**src/rtl/ctr15_pkg.sv**
```systemverilog
package ctr15_pkg;
    typedef enum logic {
        CELL_D  = 1'b0,
        CELL_JK = 1'b1
    } cell_e;

    typedef enum logic [1:0] {
        STEP_UP   = 2'd0,
        STEP_DOWN = 2'd1,
        WRAP_ZERO = 2'd2,
        WRAP_TOP  = 2'd3
    } move_e;
endpackage

```
**src/rtl/ctr15_dcell.sv**
```systemverilog
module ctr15_dcell (
    input  logic clk,
    input  logic rst,
    input  logic d,
    output logic q
);
    always_ff @(posedge clk) begin
        if (rst) q <= 1'b0;
        else     q <= d;
    end
endmodule

```
**src/rtl/ctr15_jkcell.sv**
```systemverilog
module ctr15_jkcell (
    input  logic clk,
    input  logic rst,
    input  logic j,
    input  logic k,
    output logic q
);
    always_ff @(posedge clk) begin
        if (rst) q <= 1'b0;
        else     q <= (j & ~q) | (~k & q);
    end
endmodule

```
**src/rtl/ctr15_nextstate.sv**
```systemverilog
module ctr15_nextstate import ctr15_pkg::*; #(
    parameter int W = 4
) (
    input  logic         up,
    input  logic [W-1:0] q,
    output logic [W-1:0] nxt,
    output move_e        move
);
    logic [W-1:0] cy;
    logic [W-1:0] bw;
    logic [W-1:0] inc_v;
    logic [W-1:0] dec_v;
    logic [W-1:0] top_v;
    logic         illegal;
    logic         near_top;
    logic         at_zero;
    logic         sel_zero;
    logic         sel_top;
    logic         normal;

    assign cy[0] = 1'b1;
    assign bw[0] = 1'b1;

    for (genvar i = 0; i < W; i++) begin : g_bit
        assign inc_v[i] = q[i] ^ cy[i];
        assign dec_v[i] = q[i] ^ bw[i];
        assign top_v[i] = (i == 0) ? 1'b0 : 1'b1;
        if (i < W - 1) begin : g_chain
            assign cy[i+1] = q[i] & cy[i];
            assign bw[i+1] = ~q[i] & bw[i];
        end
        assign nxt[i] = (normal & ((up & inc_v[i]) | (~up & dec_v[i])))
                      | (sel_top & top_v[i]);
    end

    assign illegal  = &q;
    assign near_top = &q[W-1:1];
    assign at_zero  = ~|q;
    assign sel_zero = illegal | (up & near_top);
    assign sel_top  = ~up & at_zero;
    assign normal   = ~sel_zero & ~sel_top;

    always_comb begin
        unique case ({sel_zero, sel_top})
            2'b10:   move = WRAP_ZERO;
            2'b01:   move = WRAP_TOP;
            default: move = up ? STEP_UP : STEP_DOWN;
        endcase
    end
endmodule

```
**src/rtl/mod15_updown_counter.sv**
```systemverilog
module mod15_updown_counter import ctr15_pkg::*; #(
    parameter int    W    = 4,
    parameter cell_e CELL = CELL_D
) (
    input  logic         clk,
    input  logic         rst,
    input  logic         dir_up,
    output logic [W-1:0] count
);
    logic [W-1:0] nxt;
    move_e        move;

    ctr15_nextstate #(.W(W)) ns_i (
        .up   (dir_up),
        .q    (count),
        .nxt  (nxt),
        .move (move)
    );

    for (genvar i = 0; i < W; i++) begin : g_cell
        if (CELL == CELL_JK) begin : g_jk
            ctr15_jkcell cell_i (
                .clk (clk),
                .rst (rst),
                .j   (nxt[i] & ~count[i]),
                .k   (~nxt[i] & count[i]),
                .q   (count[i])
            );
        end else begin : g_d
            ctr15_dcell cell_i (
                .clk (clk),
                .rst (rst),
                .d   (nxt[i]),
                .q   (count[i])
            );
        end
    end
endmodule


```
**config.mk**
```make
export PLATFORM = sky130hd
export DESIGN_NAME = mod15_updown_counter
export DESIGN_NICKNAME = d
export VERILOG_FILES = /design/src/rtl/ctr15_pkg.sv /design/src/rtl/ctr15_dcell.sv /design/src/rtl/ctr15_jkcell.sv /design/src/rtl/ctr15_nextstate.sv /design/src/rtl/mod15_updown_counter.sv
export SDC_FILE = /design/constraint.sdc
export NUM_CORES = 1
export LEC_CHECK = 0
export BUFFER_PORTS_ARGS = -buffer_cell sky130_fd_sc_hd__buf_2
export CORE_AREA = 2 2 39 41
export CTS_CLUSTER_DIAMETER = 30
export DETAILED_ROUTE_END_ITERATION = 12
export DIE_AREA = 0 0 41 43
export PLACE_DENSITY = 0.51
export SLEW_MARGIN = 20
export SYNTH_ARGS = -nofsm -noshare
export SYNTH_HDL_FRONTEND = slang
export SYNTH_SLANG_ARGS = --single-unit
```
**constraint.sdc**
```tcl
create_clock -name clk -period 1.9 [get_ports clk]
set_clock_uncertainty 0.05 [all_clocks]
set_input_delay 0 -clock clk [delete_from_list [all_inputs] [get_ports clk]]
set_output_delay 0 -clock clk [all_outputs]
set_load 0.01 [all_outputs]
```
# After elaboration in Yosys (flattened, before gate mapping)

Index checks and enable logic that the tools add are counted.

Flip-flop bits (word level): 4
Latch bits: 0
Bits in writable memories: 0
Bits in read-only memories: 0
Bits of input ports: 3
Output and inout bits: 4
Logic and storage cells: 47
Memories: 0

$add $sub $neg: 0
$mul: 0
Divide/modulo/power cells: 0
Order comparisons: 0
Equality and inequality tests: 0
Shift operators: 0
Muxes and demuxes: 0
Bitwise gates (word level): 39
Reduce and logical (&&, ||, !) cells: 4

Operators with widths:

| operator         | count |
|---|---|
| $and 1x1->1      | 19 |
| $or 1x1->1       | 8 |
| $not 1->1        | 6 |
| $xor 1x1->1      | 6 |
| $reduce_and 4->1 | 1 |
| $reduce_or 4->1  | 1 |
| $reduce_and 3->1 | 1 |
| $logic_not 1->1  | 1 |

# Longest topological paths before layout

Depth in word-level cells: 8
Gate-level depth with buffers: 5
Depth with buffers taken out: 5

# Hierarchy

From an unflattened synthesis, not the netlist that was laid out.

Cells, all modules: 34
Area total of the unflattened synthesis: 360.3 µm²

Modules (own cells, without submodules):

| module          | times used | cells an instance | area an instance (µm²) | seq. area each (µm²) |
|---|---|---|---|---|
| ctr15_nextstate | 1          | 26                | 225.2                  | 0.0 |
| ctr15_dcell     | 4          | 2                 | 33.8                   | 20.0 |

# Worst setup path before layout

OpenSTA, ideal clock, no wires.

Kind: flip-flop to flip-flop
From: register g_cell[0].g_d.cell_i.q
To: register g_cell[3].g_d.cell_i.q
Library setup time: 86 ps
Arrival: 1075 ps
Setup slack: 689 ps
Cell stages (with the launch flop): 6
Buffers on the path: 0
Period minus slack after synthesis: 1211 ps
Cell sequence: dfxtp_1 > ha_1 > ha_1 > nand2_1 > o21ai_1 > a221oi_2

Longest elaborated chain between the ends: 8
Elaborated cells on any way between the ends: 20

RTL lines:

| what                     | line                  | source |
|---|---|---|
| start: declaration       | ctr15_dcell.sv:5      | `output logic q` |
| start signal: assignment | ctr15_dcell.sv:8      | `if (rst) q <= 1'b0;` |
| start signal: assignment | ctr15_dcell.sv:9      | `else q <= d;` |
| $not 1->1                | ctr15_nextstate.sv:30 | `assign bw[i+1] = ~q[i] & bw[i];` |
| $and 1x1->1 (2 in a row) | ctr15_nextstate.sv:30 |  |
| $xor 1x1->1              | ctr15_nextstate.sv:26 | `assign dec_v[i] = q[i] ^ bw[i];` |
| $and 1x1->1              | ctr15_nextstate.sv:32 | `assign nxt[i] = (normal & ((up & inc_v[i]) \| (~up & dec_v[i])))` |
| $or 1x1->1               | ctr15_nextstate.sv:32 |  |
| $and 1x1->1              | ctr15_nextstate.sv:32 |  |
| $or 1x1->1 *             | ctr15_nextstate.sv:33 | `\| (sel_top & top_v[i]);` |
| end signal: assignment   | ctr15_dcell.sv:8      |  |
| end signal: assignment   | ctr15_dcell.sv:9      |  |
| end: declaration         | ctr15_dcell.sv:5      |  |

Every way passes the cells marked *; elsewhere a longest branch is shown, timed or not.
A chain may end at the register's enable or synchronous reset.

# Final worst setup path

From: register g_cell[1].g_d.cell_i.q
To: register g_cell[3].g_d.cell_i.q

Longest elaborated chain between the ends: 8
Elaborated cells on any way between the ends: 22

RTL lines:

| what                     | line |
|---|---|
| start: declaration       | ctr15_dcell.sv:5 |
| start signal: assignment | ctr15_dcell.sv:8 |
| start signal: assignment | ctr15_dcell.sv:9 |
| $not 1->1                | ctr15_nextstate.sv:30 |
| $and 1x1->1 (2 in a row) | ctr15_nextstate.sv:30 |
| $xor 1x1->1              | ctr15_nextstate.sv:26 |
| $and 1x1->1              | ctr15_nextstate.sv:32 |
| $or 1x1->1               | ctr15_nextstate.sv:32 |
| $and 1x1->1              | ctr15_nextstate.sv:32 |
| $or 1x1->1 *             | ctr15_nextstate.sv:33 |

Marks and branches as above.

==> run_results.csv <==
group,metric,value,unit
worst_hold_path,hold_depth,3,
place,dp_hpwl,406,µm
drt,vias_per_cell,4.29,
grt,grt_usage,7.73,%
drt,wl_per_cell,9.55,µm
worst_setup_path,cp_top_family,"adder cells",
sta,hold_viol,0,
sta,rsz0062_at_grt,"no",
cts,clock_latency,0.24,ns
cts,cts_max_level,1,
pwr,power,0.000372,W
finish,multi_input_area,175,µm²
worst_hold_path,hp-start,"rst",
cts,cts_resized,0,
sta,fin_setup_tns,0,ns
die,core,1380,µm²
drt,drtPass1Iterations,2,
worst_setup_path,worstReg2RegEnd,"g_cell[3].g_d.cell_i.q$_SDFF_PP0_",
worst_setup_path,critPathKind,"reg -> reg",
sta,finalMaxSlewViolations,0,
worst_setup_path,reg2reg_slack,0.62,ns
cts,numCtsBuffers,3,
worst_setup_path,max_stage_delay,0.34,ns
worst_setup_path,startpoint_type,"flop",
cts,cts_num_sinks,4,
pwr,ir_worst_vdd,0.000317,V
drt,wl,525,µm
sta,holdWs,0.0248,ns
die,die_area,1760,µm²
run,drv_cap,0,
pwr,p_leak,0.161,nW
outcome,status,"finished clean",
finish,mostFrequentLayoutCells,"buf_2 (6), nor2_1 (4), ha_1 (4), dfxtp_1 (4)",
finish,fillers,152,
worst_setup_path,cp_data_arrival_time,1.39,ns
finish,mostFrequentLayoutCell,"buf_2",
finish,regArea,80.1,µm²
finish,nets,48,
cts,cts-root-buf,"clkbuf_4",
worst_hold_path,hold_class,"in -> reg",
yosys,ys.warnings.count,0,
sta,fmax,779,MHz
worst_setup_path,cp_cell_sequence,"ha_1 > ha_1 > nand2_1 > o21ai_1 > a221oi_2",
yosys,syn-cell-area,297,µm²
grt,first_global_vias,211,
die,initial_core_util,21.4,%
die,die_h,43,µm
yosys,synth_nets,41,
worst_setup_path,reg2reg_depth,5,
worst_setup_path,r2r-start,"g_cell[1].g_d.cell_i.q$_SDFF_PP0_",
worst_setup_path,path_buf_inv,0,
cts,cts_buffer_depth,2,
drt,via_count,236,
die,ios,7,
cts,postCtsHoldBufs,0,
cts,cts_setup_buffers,0,
pwr,power.density,1100,nW/µm²
yosys,ys_seq_elements,4,
finish,layout-drive-gt1-share,33.3,%
grt,grt_pass1_wl,793,µm
worst_hold_path,min_to,"g_cell[3].g_d.cell_i.q$_SDFF_PP0_",
finish,area_growth,14.3,%
worst_setup_path,required,2.01,ns
cts,cts_tree,"yes",
grt,grt_overflow,0,
finish,reg_top3,"g_cell.g_d.cell_i.q: 4 flops",
finish,largest_register_ffs,4,
worst_setup_path,setup.worst_path.end_class,"flop",
sta,max_slew_margin,83.8,%
finish,n_antenna_cell,0,
grt,antenna_found_initial,0,
yosys,syn_inst,34,
place,portBuffers,6,
die,die_w,41,µm
yosys,synth_cell_type_count,18,
worst_setup_path,worst_path_most_repeated_cell,"ha_1",
drt,drtAntennaViolNets,0,
finish,largest_register,"g_cell.g_d.cell_i.q",
drt,drtIter0Drc,7,
die,row_count,14,
worst_setup_path,crit_fanout,4,
yosys,yosysSeqAreaShare,27.0,%
grt,grt_max_degree,8,
drt,route.detailed.drc,0,
sta,report.final.setup_viol,0,
sta,min_period_over_period,67.6,%
worst_setup_path,crit_path_top_delay_cell,"dfxtp_1",
sta,worst_pin_slew,0.243,ns
sta,min_period,1.28,ns
cts,clkTransAtPathRegs,0.04,ns
yosys,synth.avg_cell_area,8.72,µm²
place,gp_congestion,0.713,
-- layout make-up --
| class | count | area share (%) |
|---|---|---|
| multi-input combinational | 23 | 51.7 |
| sequential | 4 | 23.6 |
| timing repair buffer | 6 | 8.86 |
| clock buffer | 3 | 6.64 |
| tap | 16 | 5.90 |
| inverter | 3 | 3.32 |
-- cell usage after synthesis --
library cell	n	area [µm²]
a21oi_1	2	10.0
a21oi_2	1	8.76
a221oi_2	1	15.0
a311oi_1	1	8.76
buf_4	4	30.0
dfxtp_1	4	80.1
ha_1	4	50.1
inv_1	3	11.3
mux2i_1	1	10.0
nand2_1	2	7.51
nand2b_1	1	6.26
nand2b_2	1	8.76
nor2_1	4	15.0
nor3_1	1	5.00
o21ai_0	1	5.00
o21ai_1	1	5.00
o21bai_2	1	11.3
xor2_1	1	8.76
-- power breakdown --
part           leakage, nW  total, W  switching, W  internal (W)
Clock               0.0138  0.000107     0.0000367     0.0000707
Sequential          0.0333  0.000131     0.0000273      0.000104
Combinational        0.114  0.000134     0.0000721     0.0000614
-- worst max path at each step --
stage | from | to | slack, ns | cells after the start
3_3_place_gp | g_cell[0].g_d.cell_i.q$_SDFF_PP0_ | g_cell[3].g_d.cell_i.q$_SDFF_PP0_ | 0.65 | 5
3_5_place_dp | g_cell[1].g_d.cell_i.q$_SDFF_PP0_ | g_cell[3].g_d.cell_i.q$_SDFF_PP0_ | 0.63 | 5
4_1_cts | g_cell[1].g_d.cell_i.q$_SDFF_PP0_ | g_cell[3].g_d.cell_i.q$_SDFF_PP0_ | 0.62 | 5
2_1_floorplan | g_cell[0].g_d.cell_i.q$_SDFF_PP0_ | g_cell[3].g_d.cell_i.q$_SDFF_PP0_ | 0.69 | 5
6_report | g_cell[1].g_d.cell_i.q$_SDFF_PP0_ | g_cell[3].g_d.cell_i.q$_SDFF_PP0_ | 0.62 | 5
5_1_grt | g_cell[1].g_d.cell_i.q$_SDFF_PP0_ | g_cell[3].g_d.cell_i.q$_SDFF_PP0_ | 0.53 | 5
-- per-layer routing --
| layer | GRT usage, % | vias up | share of wire (%) |
|---|---|---|---|
| met5 | 0 | - | 0 |
| met4 | 12.0 | 0 | 5.9 |
| met3 | 3.14 | 5 | 7.6 |
| met2 | 8.44 | 8 | 38 |
| met1 | 8.36 | 99 | 48 |
| li1 | - | 124 | - |
-- stage by stage --
| step | cells | utilization, % | area, µm² | setup WS, ns |
|---|---|---|---|---|
| 2_1_floorplan | 34 | - | 297 | 0.689 |
| 3_3_place_gp | 52 | 22.9 | 317 | 0.645 |
| 3_5_place_dp | 52 | 22.9 | 317 | 0.627 |
| 4_1_cts | 55 | 24.5 | 339 | 0.615 |
| 5_1_grt | 55 | 24.5 | 339 | 0.530 |
| 6_report | 55 | 24.5 | 339 | 0.616 |
-- cells by family (layout without fill, tap and decap cells) --
kind of cell	Yosys count	in the layout	share of synthesized area [%]
simple gates	9	9	14.3
compound gates	8	8	21.5
buf+inv	7	12	13.9
fa+ha+maj	4	4	16.9
flops	4	4	27.0
xor+xnor	1	1	2.95
mux	1	1	3.38
-- tightest hold or removal path, stage by stage --
cell	delay [ns]
buf_2	0.07
o21bai_2	0.15
a221oi_2	0.04
No activity file was read; power rests on OpenSTA's default activity.
